--- src/rtl/tdm_pkg.sv ---
package tdm_pkg;
  typedef enum logic {
    ILV_BIT  = 1'b0,
    ILV_WORD = 1'b1
  } ilv_mode_e;
endpackage

--- src/rtl/tdm_rst_sync.sv ---
module tdm_rst_sync (
  input  logic clk,
  input  logic rst_n,
  output logic rst_n_sync
);
  logic [1:0] sync_q;

  always_ff @(posedge clk or negedge rst_n) begin
    if (!rst_n) sync_q <= 2'b00;
    else        sync_q <= {sync_q[0], 1'b1};
  end

  assign rst_n_sync = sync_q[1];
endmodule

--- src/rtl/tdm_slot_seq.sv ---
module tdm_slot_seq
  import tdm_pkg::*;
#(
  parameter int NUM_CH   = 24,
  parameter int SAMPLE_W = 8,
  localparam int SLOT_W  = (NUM_CH   > 1) ? $clog2(NUM_CH)   : 1,
  localparam int BIT_W   = (SAMPLE_W > 1) ? $clog2(SAMPLE_W) : 1
) (
  input  logic              clk,
  input  logic              rst_n,
  input  logic              mode_pin,
  output logic              running,
  output ilv_mode_e         mode_q,
  output logic [SLOT_W-1:0] slot_q,
  output logic [BIT_W-1:0]  bit_q,
  output logic              period_load
);
  localparam logic [SLOT_W-1:0] SLOT_LAST = SLOT_W'(NUM_CH - 1);
  localparam logic [BIT_W-1:0]  BIT_LAST  = BIT_W'(SAMPLE_W - 1);

  logic              run_d;
  ilv_mode_e         mode_d;
  logic [SLOT_W-1:0] slot_d;
  logic [BIT_W-1:0]  bit_d;
  logic              period_end;

  assign period_end  = running && (slot_q == SLOT_LAST) && (bit_q == BIT_LAST);
  assign period_load = !running || period_end;

  always_comb begin
    run_d  = 1'b1;
    mode_d = mode_q;
    slot_d = slot_q;
    bit_d  = bit_q;
    if (period_load) begin
      mode_d = ilv_mode_e'(mode_pin);
      slot_d = '0;
      bit_d  = '0;
    end else if (mode_q == ILV_WORD) begin
      if (bit_q == BIT_LAST) begin
        bit_d  = '0;
        slot_d = slot_q + 1'b1;
      end else begin
        bit_d  = bit_q + 1'b1;
      end
    end else begin
      if (slot_q == SLOT_LAST) begin
        slot_d = '0;
        bit_d  = bit_q + 1'b1;
      end else begin
        slot_d = slot_q + 1'b1;
      end
    end
  end

  always_ff @(posedge clk or negedge rst_n) begin
    if (!rst_n) begin
      running <= 1'b0;
      mode_q  <= ILV_WORD;
      slot_q  <= '0;
      bit_q   <= '0;
    end else begin
      running <= run_d;
      mode_q  <= mode_d;
      slot_q  <= slot_d;
      bit_q   <= bit_d;
    end
  end
endmodule

--- src/rtl/tdm_shadow_bank.sv ---
module tdm_shadow_bank #(
  parameter int NUM_CH   = 24,
  parameter int SAMPLE_W = 8,
  localparam int SLOT_W  = (NUM_CH   > 1) ? $clog2(NUM_CH)   : 1,
  localparam int BIT_W   = (SAMPLE_W > 1) ? $clog2(SAMPLE_W) : 1,
  localparam int FLAT_W  = NUM_CH * SAMPLE_W
) (
  input  logic              clk,
  input  logic              rst_n,
  input  logic              load_en,
  input  logic [FLAT_W-1:0] samples_in,
  input  logic              out_en,
  input  logic [SLOT_W-1:0] slot_sel,
  input  logic [BIT_W-1:0]  bit_sel,
  output logic [FLAT_W-1:0] shadow_q,
  output logic              bit_out
);
  logic [FLAT_W-1:0]   shadow_d;
  logic [SAMPLE_W-1:0] lane [NUM_CH];
  logic [SAMPLE_W-1:0] lane_sel;
  logic [BIT_W-1:0]    msb_first_idx;

  always_comb begin
    shadow_d = shadow_q;
    if (load_en) shadow_d = samples_in;
  end

  always_ff @(posedge clk or negedge rst_n) begin
    if (!rst_n) shadow_q <= '0;
    else        shadow_q <= shadow_d;
  end

  for (genvar ch = 0; ch < NUM_CH; ch++) begin : g_lane
    assign lane[ch] = shadow_q[ch*SAMPLE_W +: SAMPLE_W];
  end

  assign lane_sel      = lane[slot_sel];
  assign msb_first_idx = BIT_W'(SAMPLE_W - 1) - bit_sel;
  assign bit_out       = out_en & lane_sel[msb_first_idx];
endmodule

--- src/rtl/tdm_frame_tx.sv ---
module tdm_frame_tx
  import tdm_pkg::*;
#(
  parameter int NUM_CH   = 24,
  parameter int SAMPLE_W = 8,
  localparam int SLOT_W  = (NUM_CH   > 1) ? $clog2(NUM_CH)   : 1,
  localparam int BIT_W   = (SAMPLE_W > 1) ? $clog2(SAMPLE_W) : 1,
  localparam int FLAT_W  = NUM_CH * SAMPLE_W
) (
  input  logic              clk,
  input  logic              rst_n,
  input  logic              word_mode,
  input  logic [FLAT_W-1:0] ch_data,
  output logic              ser_out,
  output logic [SLOT_W-1:0] slot_idx,
  output logic              frame_start
);
  logic              rst_n_sync;
  logic              running;
  ilv_mode_e         mode_q;
  logic [SLOT_W-1:0] slot_q;
  logic [BIT_W-1:0]  bit_q;
  logic              period_load;
  logic [FLAT_W-1:0] shadow_q;

  tdm_rst_sync u_rst_sync (
    .clk        (clk),
    .rst_n      (rst_n),
    .rst_n_sync (rst_n_sync)
  );

  tdm_slot_seq #(.NUM_CH(NUM_CH), .SAMPLE_W(SAMPLE_W)) u_seq (
    .clk         (clk),
    .rst_n       (rst_n_sync),
    .mode_pin    (word_mode),
    .running     (running),
    .mode_q      (mode_q),
    .slot_q      (slot_q),
    .bit_q       (bit_q),
    .period_load (period_load)
  );

  tdm_shadow_bank #(.NUM_CH(NUM_CH), .SAMPLE_W(SAMPLE_W)) u_bank (
    .clk        (clk),
    .rst_n      (rst_n_sync),
    .load_en    (period_load),
    .samples_in (ch_data),
    .out_en     (running),
    .slot_sel   (slot_q),
    .bit_sel    (bit_q),
    .shadow_q   (shadow_q),
    .bit_out    (ser_out)
  );

  assign slot_idx    = slot_q;
  assign frame_start = running && (slot_q == '0) &&
                       ((mode_q == ILV_BIT) || (bit_q == '0));
endmodule

--- config.mk ---
export PLATFORM = sky130hd
export DESIGN_NAME = tdm_frame_tx
export DESIGN_NICKNAME = d
export VERILOG_FILES = /design/src/rtl/tdm_pkg.sv /design/src/rtl/tdm_rst_sync.sv /design/src/rtl/tdm_slot_seq.sv /design/src/rtl/tdm_shadow_bank.sv /design/src/rtl/tdm_frame_tx.sv
export SDC_FILE = /design/constraint.sdc
export NUM_CORES = 1
export LEC_CHECK = 0
export ABC_AREA = 1
export BUFFER_PORTS_ARGS = -buffer_cell sky130_fd_sc_hd__clkbuf_2
export CORE_AREA = 2 2 157 159
export DETAILED_ROUTE_END_ITERATION = 8
export DIE_AREA = 0 0 159 161
export PLACE_DENSITY = 0.62
export RECOVER_POWER = 25
export SYNTH_ARGS = -nofsm -noshare
export SYNTH_HDL_FRONTEND = slang
export SYNTH_SLANG_ARGS = --single-unit
--- constraint.sdc ---
create_clock -name clk -period 11.25 [get_ports clk]
set_clock_uncertainty 0.15 [all_clocks]
set_input_delay 1.125 -clock clk [delete_from_list [all_inputs] [get_ports clk]]
set_output_delay 1.125 -clock clk [all_outputs]
set_load 0.01 [all_outputs]
Yosys cells after proc, flatten, opt, wreduce, memory -nomap -nowiden
Index checks and enable logic that the tools add are counted.
- add/sub/neg operators: 3
- multiply operators: 0
- divide/modulo/power cells: 0
- $lt $le $gt $ge: 2
- equality and inequality tests: 3
- shift operators: 0
- muxes and demuxes: 13
- bitwise gates (word level): 3
- reduce and logical (&&, ||, !) cells: 10
- operators by type and width (kind ; count):
    binary-select mux 8 bit (select 5 bit) ; 1
    2-to-1 mux 5 bit ; 4
    2-to-1 mux 8 bit ; 2
    2-to-1 mux 3 bit ; 4
    greater-or-equal comparator 6 bit, second input constant ; 1
    inverter 5 -> 6 bit ; 1
    adder 5 x 1 -> 5 bit, second input constant ; 1
    == test 5 bit, second input constant ; 1
    zero test 5 bit ; 1
    logical AND 1 bit ; 4
    less-than comparator 3 x 4 -> 1 bit, second input constant ; 1
    adder 3 x 1 -> 3 bit, second input constant ; 1
    binary-select mux 1 bit (select 3 bit) ; 1
    == test 3 bit, second input constant ; 1
    zero test 3 bit ; 1
    != test 3 bit, second input constant ; 1
    nonzero test 3 bit ; 1
    subtractor 3 bit, first input constant ; 1
    logical OR 1 bit ; 2
    AND 1 bit ; 1
    zero test 1 bit ; 1
    2-to-1 mux 1 bit ; 1
    inverter 1 bit ; 1
- register bits: 204
- latch bits: 0
- bits in writable memories: 0
- memory bits (read-only): 0
- input bits: 195
- output and inout bits: 7
- word-level logic and storage cells: 40
- memories kept: 0

Depth between registers and ports, before layout
- depth in word-level cells: 7
- gate-level depth with buffers: 14
- depth with buffers taken out: 12

Cells and area by module
From an unflattened synthesis, not the netlist that was laid out.
- cell total of the unflattened synthesis: 1042
- area, all modules: 9788.1 um^2
- modules (own cells, without submodules) (module ; instances ; cells each ; area each (um^2) ; sequential area each (um^2)):
    tdm_shadow_bank ; 1 ; 955 ; 9128.8 ; 4804.6
    tdm_slot_seq ; 1 ; 74 ; 558.0 ; 251.5
    tdm_rst_sync ; 1 ; 3 ; 53.8 ; 50.0
    tdm_frame_tx ; 1 ; 10 ; 47.5 ; 0.0

Worst setup path after synthesis
No wires, ideal clock.
- path type: reg-to-output
- start point: reg u_seq.slot_q[0]
- end point: out ser_out
- data arrival time: 1.603 ns
- required time: 9.975 ns
- slack: 8.372 ns
- cell stages (with the launch flop): 13
- path buffers: 3
- cell sequence: dfrtp_1 -> buf_4 -> buf_6 -> buf_4 -> nand2_1 -> nand3_1 -> nand3_1 -> nand3_1 -> nand2_1 -> nand2_1 -> nand3_1 -> nand3_1 -> a21oi_1
- longest elaborated chain between the ends: 7
- RTL lines (item ; RTL line ; RTL):
    from (decl) ; tdm_slot_seq.sv:14 ; output logic [SLOT_W-1:0] slot_q,
    from (signal assigned) ; tdm_slot_seq.sv:65 ; slot_q <= slot_d;
    inverter 5 -> 6 bit (not written as such) ; tdm_shadow_bank.sv:37 ; assign lane_sel = lane[slot_sel];
    binary-select mux 8 bit (select 5 bit) ; tdm_shadow_bank.sv:37 ;
    2-to-1 mux 8 bit (not written as such) (2 in series) ; tdm_shadow_bank.sv:37 ;
    binary-select mux 1 bit (select 3 bit) ; tdm_shadow_bank.sv:39 ; assign bit_out = out_en & lane_sel[msb_first_idx];
    2-to-1 mux 1 bit (not written as such) ; tdm_shadow_bank.sv:39 ;
    AND 1 bit ; tdm_shadow_bank.sv:39 ;
    to (decl) ; tdm_frame_tx.sv:14 ; output logic ser_out,
No other way between the ends. The select of a mux whose other input is x is not followed.

==> impl_metrics.env <==
export IMPL_final_nets=1391
export IMPL_htree_levels=1
export IMPL_post_cts_buffers=0
export IMPL_total_power_mw=2.468
export IMPL_finalNonFillerCells=1529
export IMPL_grt_pass1_wl_um=42750
export IMPL_synthesis_area_um2=10600
export IMPL_num_rows=57
export IMPL_period_needed_ps=4975
export IMPL_slew_headroom_pct=-100.3
export IMPL_slew_viol_final=143
export IMPL_yosys_area_share_simple_pct=17.01
export IMPL_ys_warn_count=0
export IMPL_insertion_delay_ps=510
export IMPL_cts_root_buffer="clkbuf_16"
export IMPL_die_x_um=159
export IMPL_fin_crit_sh_pct=44.22
export IMPL_synthFlopType="dfrtp_1"
export IMPL_syn_to_final_growth_pct=16.04
export IMPL_vias=7466
export IMPL_grtUsageTotal_pct=20.79
export IMPL_max_cap_violations=3
export IMPL_cts_resized=0
export IMPL_irDropWorstVdd_uv=107.4
export IMPL_antenna_found_initial=0
export IMPL_start_util_pct=44.24
export IMPL_dp_cells=1490
export IMPL_hold_viol_final=0
export IMPL_placed_cell_area_um2=11610
export IMPL_yosysSeqAreaShare_pct=48.16
export IMPL_routed_via_density=4.883
export IMPL_r2r_start="u_rst_sync.sync_q[1]$_DFF_PN0_"
export IMPL_leakagePower_nw=6.338
export IMPL_crit_end="u_seq.slot_q[0]$_DFFE_PN0P_"
export IMPL_failed_checks="capacitance limit, slew limit"
export IMPL_die_area_um2=25600
export IMPL_path_class="reg2async"
export IMPL_yosys_area_share_adder_pct=0.5901
export IMPL_p_per_area_nw_per_um2=200.7
export IMPL_async_reset_ff_share_pct=100.0
export IMPL_synth_compound_area_share_pct=6.173
export IMPL_r2r_setup_slack_ps=6270
export IMPL_rsz0062_at_grt="false"
export IMPL_ys_ff_latch=204
export IMPL_cts_tree="built"
export IMPL_worstPathRequired_ps=11540
export IMPL_antenna_cells=0
export IMPL_worstMarginPinSlew_ps=3004
export IMPL_hpwl_um=17570
export IMPL_outcome="complete, but fails checks"
export IMPL_rr_worst_depth=2
export IMPL_ant_nets=0
export IMPL_ios=202
export IMPL_dr_pass1_iters=4
export IMPL_dieHeight_um=161
export IMPL_synth_xor_area_share_pct=0
export IMPL_fin_area_um2=12300
export IMPL_avgSynthCellArea_um2=10.37
export IMPL_place_gp_congestion=0.8954
export IMPL_drt_iter0_drc=432
export IMPL_routed_wirelength_um=26300
export IMPL_fmax_ghz=0.2010
export IMPL_cts_hold_buf=0
export IMPL_startpoint="u_rst_sync.sync_q[1]$_DFF_PN0_"
export IMPL_synth_distinct_cells=31
export IMPL_synth_mux_area_fraction_pct=21.28
export IMPL_cp_end_kind="asynchronous set/reset pin"
export IMPL_cp_max_fo=65
export IMPL_synthCells=1022
export IMPL_worstReg2RegEnd="u_seq.slot_q[0]$_DFFE_PN0P_"
export IMPL_clkTransAtPathRegs_ps=60
export IMPL_clock_sinks=204
export IMPL_clockBufferDepth=3
export IMPL_critical_path_arrival_ps=5260
export IMPL_hp_class="reg2reg"
export IMPL_synth_top_family_by_area="multiplexers"
export IMPL_drive_above_1_share_pct=37.34
export IMPL_synth_edff_count=0
export IMPL_port_buffer_count=201
export IMPL_start_kind="register"
export IMPL_grt_pass1_vias=7640
export IMPL_holdPathStages=0
export IMPL_holdWs_ps=196.2
export IMPL_setup_violations_final=0
export IMPL_grt_max_degree=144
export IMPL_drc=0
export IMPL_overflow=0
export IMPL_final_setup_tns_ps=0
export IMPL_coreArea_um2=23960
export IMPL_cts_buffers=23
export IMPL_avgRoutedWirePerCell_um=17.20
synth_stat cells (4+ instances only):
cell type | n | area (um2)
a21oi_2 | 40 | 350.3
mux2_4 | 142 | 2132
nand3_1 | 104 | 520.5
mux2_2 | 11 | 123.9
dfrtp_1 | 203 | 5080
ha_1 | 5 | 62.56
buf_4 | 4 | 30.03
inv_1 | 46 | 172.7
o21ai_1 | 12 | 60.06
clkinv_1 | 5 | 18.77
clkbuf_1 | 7 | 26.28
nor2_1 | 150 | 563.0
inv_2 | 9 | 33.78
nand2_1 | 172 | 645.6
buf_2 | 27 | 135.1
a21oi_1 | 11 | 55.05
buf_6 | 26 | 292.8
o21ai_0 | 32 | 160.2
metal layers:
metal / GRT usage [%] / wire, um / vias to the layer above
li1: - / - / 3685
met1: 30.79 / 12800 / 3576
met2: 32.69 / 11930 / 180
met3: 3.005 / 1232 / 25
met4: 4.339 / 341 / 0
met5: 0 / 0 / -
area by class of cell:
cell class / instances / area, um2
timing repair buffer: 207 / 1055
fill: 2264 / 11660
sequential: 204 / 5111
multi-input combinational: 694 / 4797
clock buffer: 32 / 659.4
clock inverter: 7 / 42.54
inverter: 61 / 231.5
tap: 324 / 405.4
flip-flops by register name, summed over array words and instances, names as in the netlist:
name	cells
u_seq.mode_q	1
u_seq.slot_q	5
u_seq.running	1
u_bank.shadow_q	192
u_rst_sync.sync_q	2
u_seq.bit_q	3
per-stage QoR:
step,worst slack [ps],utilization (%)
3_3_place_gp,7065,48.46
4_1_cts,6528,51.39
2_1_floorplan,4996,-
6_report,6275,51.34
5_1_grt,5187,51.34
3_5_place_dp,7060,48.46
worst max-delay path, stage by stage (launching register included):
cell and delay, ps:
dfrtp_1 1560, clkbuf_1 2220, buf_4 940
logic make-up after synthesis:
| family | after synthesis |
|---|---|
| other | 1 |
| multiplexers | 153 |
| flip-flops | 204 |
| adder cells (fa/ha/maj) | 5 |
| AND/OR/NAND/NOR | 435 |
| AO/OA/AOI/OAI | 99 |
| buffers and inverters | 125 |
cell usage in the layout (no fill, tap or decap), types with 3 or more instances in the layout:
cell	instances
inv_1	46
nor2_1	150
ha_1	5
clkbuf_2	200
clkinv_2	5
dfrtp_1	201
inv_2	9
o21ai_0	32
o21ai_1	12
a21oi_2	40
a21oi_1	11
mux2_4	142
nand3_1	104
buf_4	3
clkbuf_1	7
clkbuf_8	5
nand2_1	172
clkbuf_16	23
clkinv_1	5
mux2_2	11
how the worst min path moves through the flow:
stage	from	to	slack, ps
2_1_floorplan	u_rst_sync.sync_q[0]$_DFF_PN0_	u_rst_sync.sync_q[1]$_DFF_PN0_	180
3_3_place_gp	u_rst_sync.sync_q[0]$_DFF_PN0_	u_rst_sync.sync_q[1]$_DFF_PN0_	190
3_5_place_dp	u_rst_sync.sync_q[0]$_DFF_PN0_	u_rst_sync.sync_q[1]$_DFF_PN0_	190
4_1_cts	u_rst_sync.sync_q[0]$_DFF_PN0_	u_rst_sync.sync_q[1]$_DFF_PN0_	200
5_1_grt	u_rst_sync.sync_q[0]$_DFF_PN0_	u_rst_sync.sync_q[1]$_DFF_PN0_	200
6_report	u_rst_sync.sync_q[0]$_DFF_PN0_	u_rst_sync.sync_q[1]$_DFF_PN0_	200
power by group:
part	total, mW	internal (mW)	leakage (nW)	switching (mW)
registers	0.995	0.884	2.36	0.111
logic	0.768	0.346	3.63	0.423
clock network	0.705	0.408	0.353	0.298
Note: power is estimated with default switching activity, not from simulation.
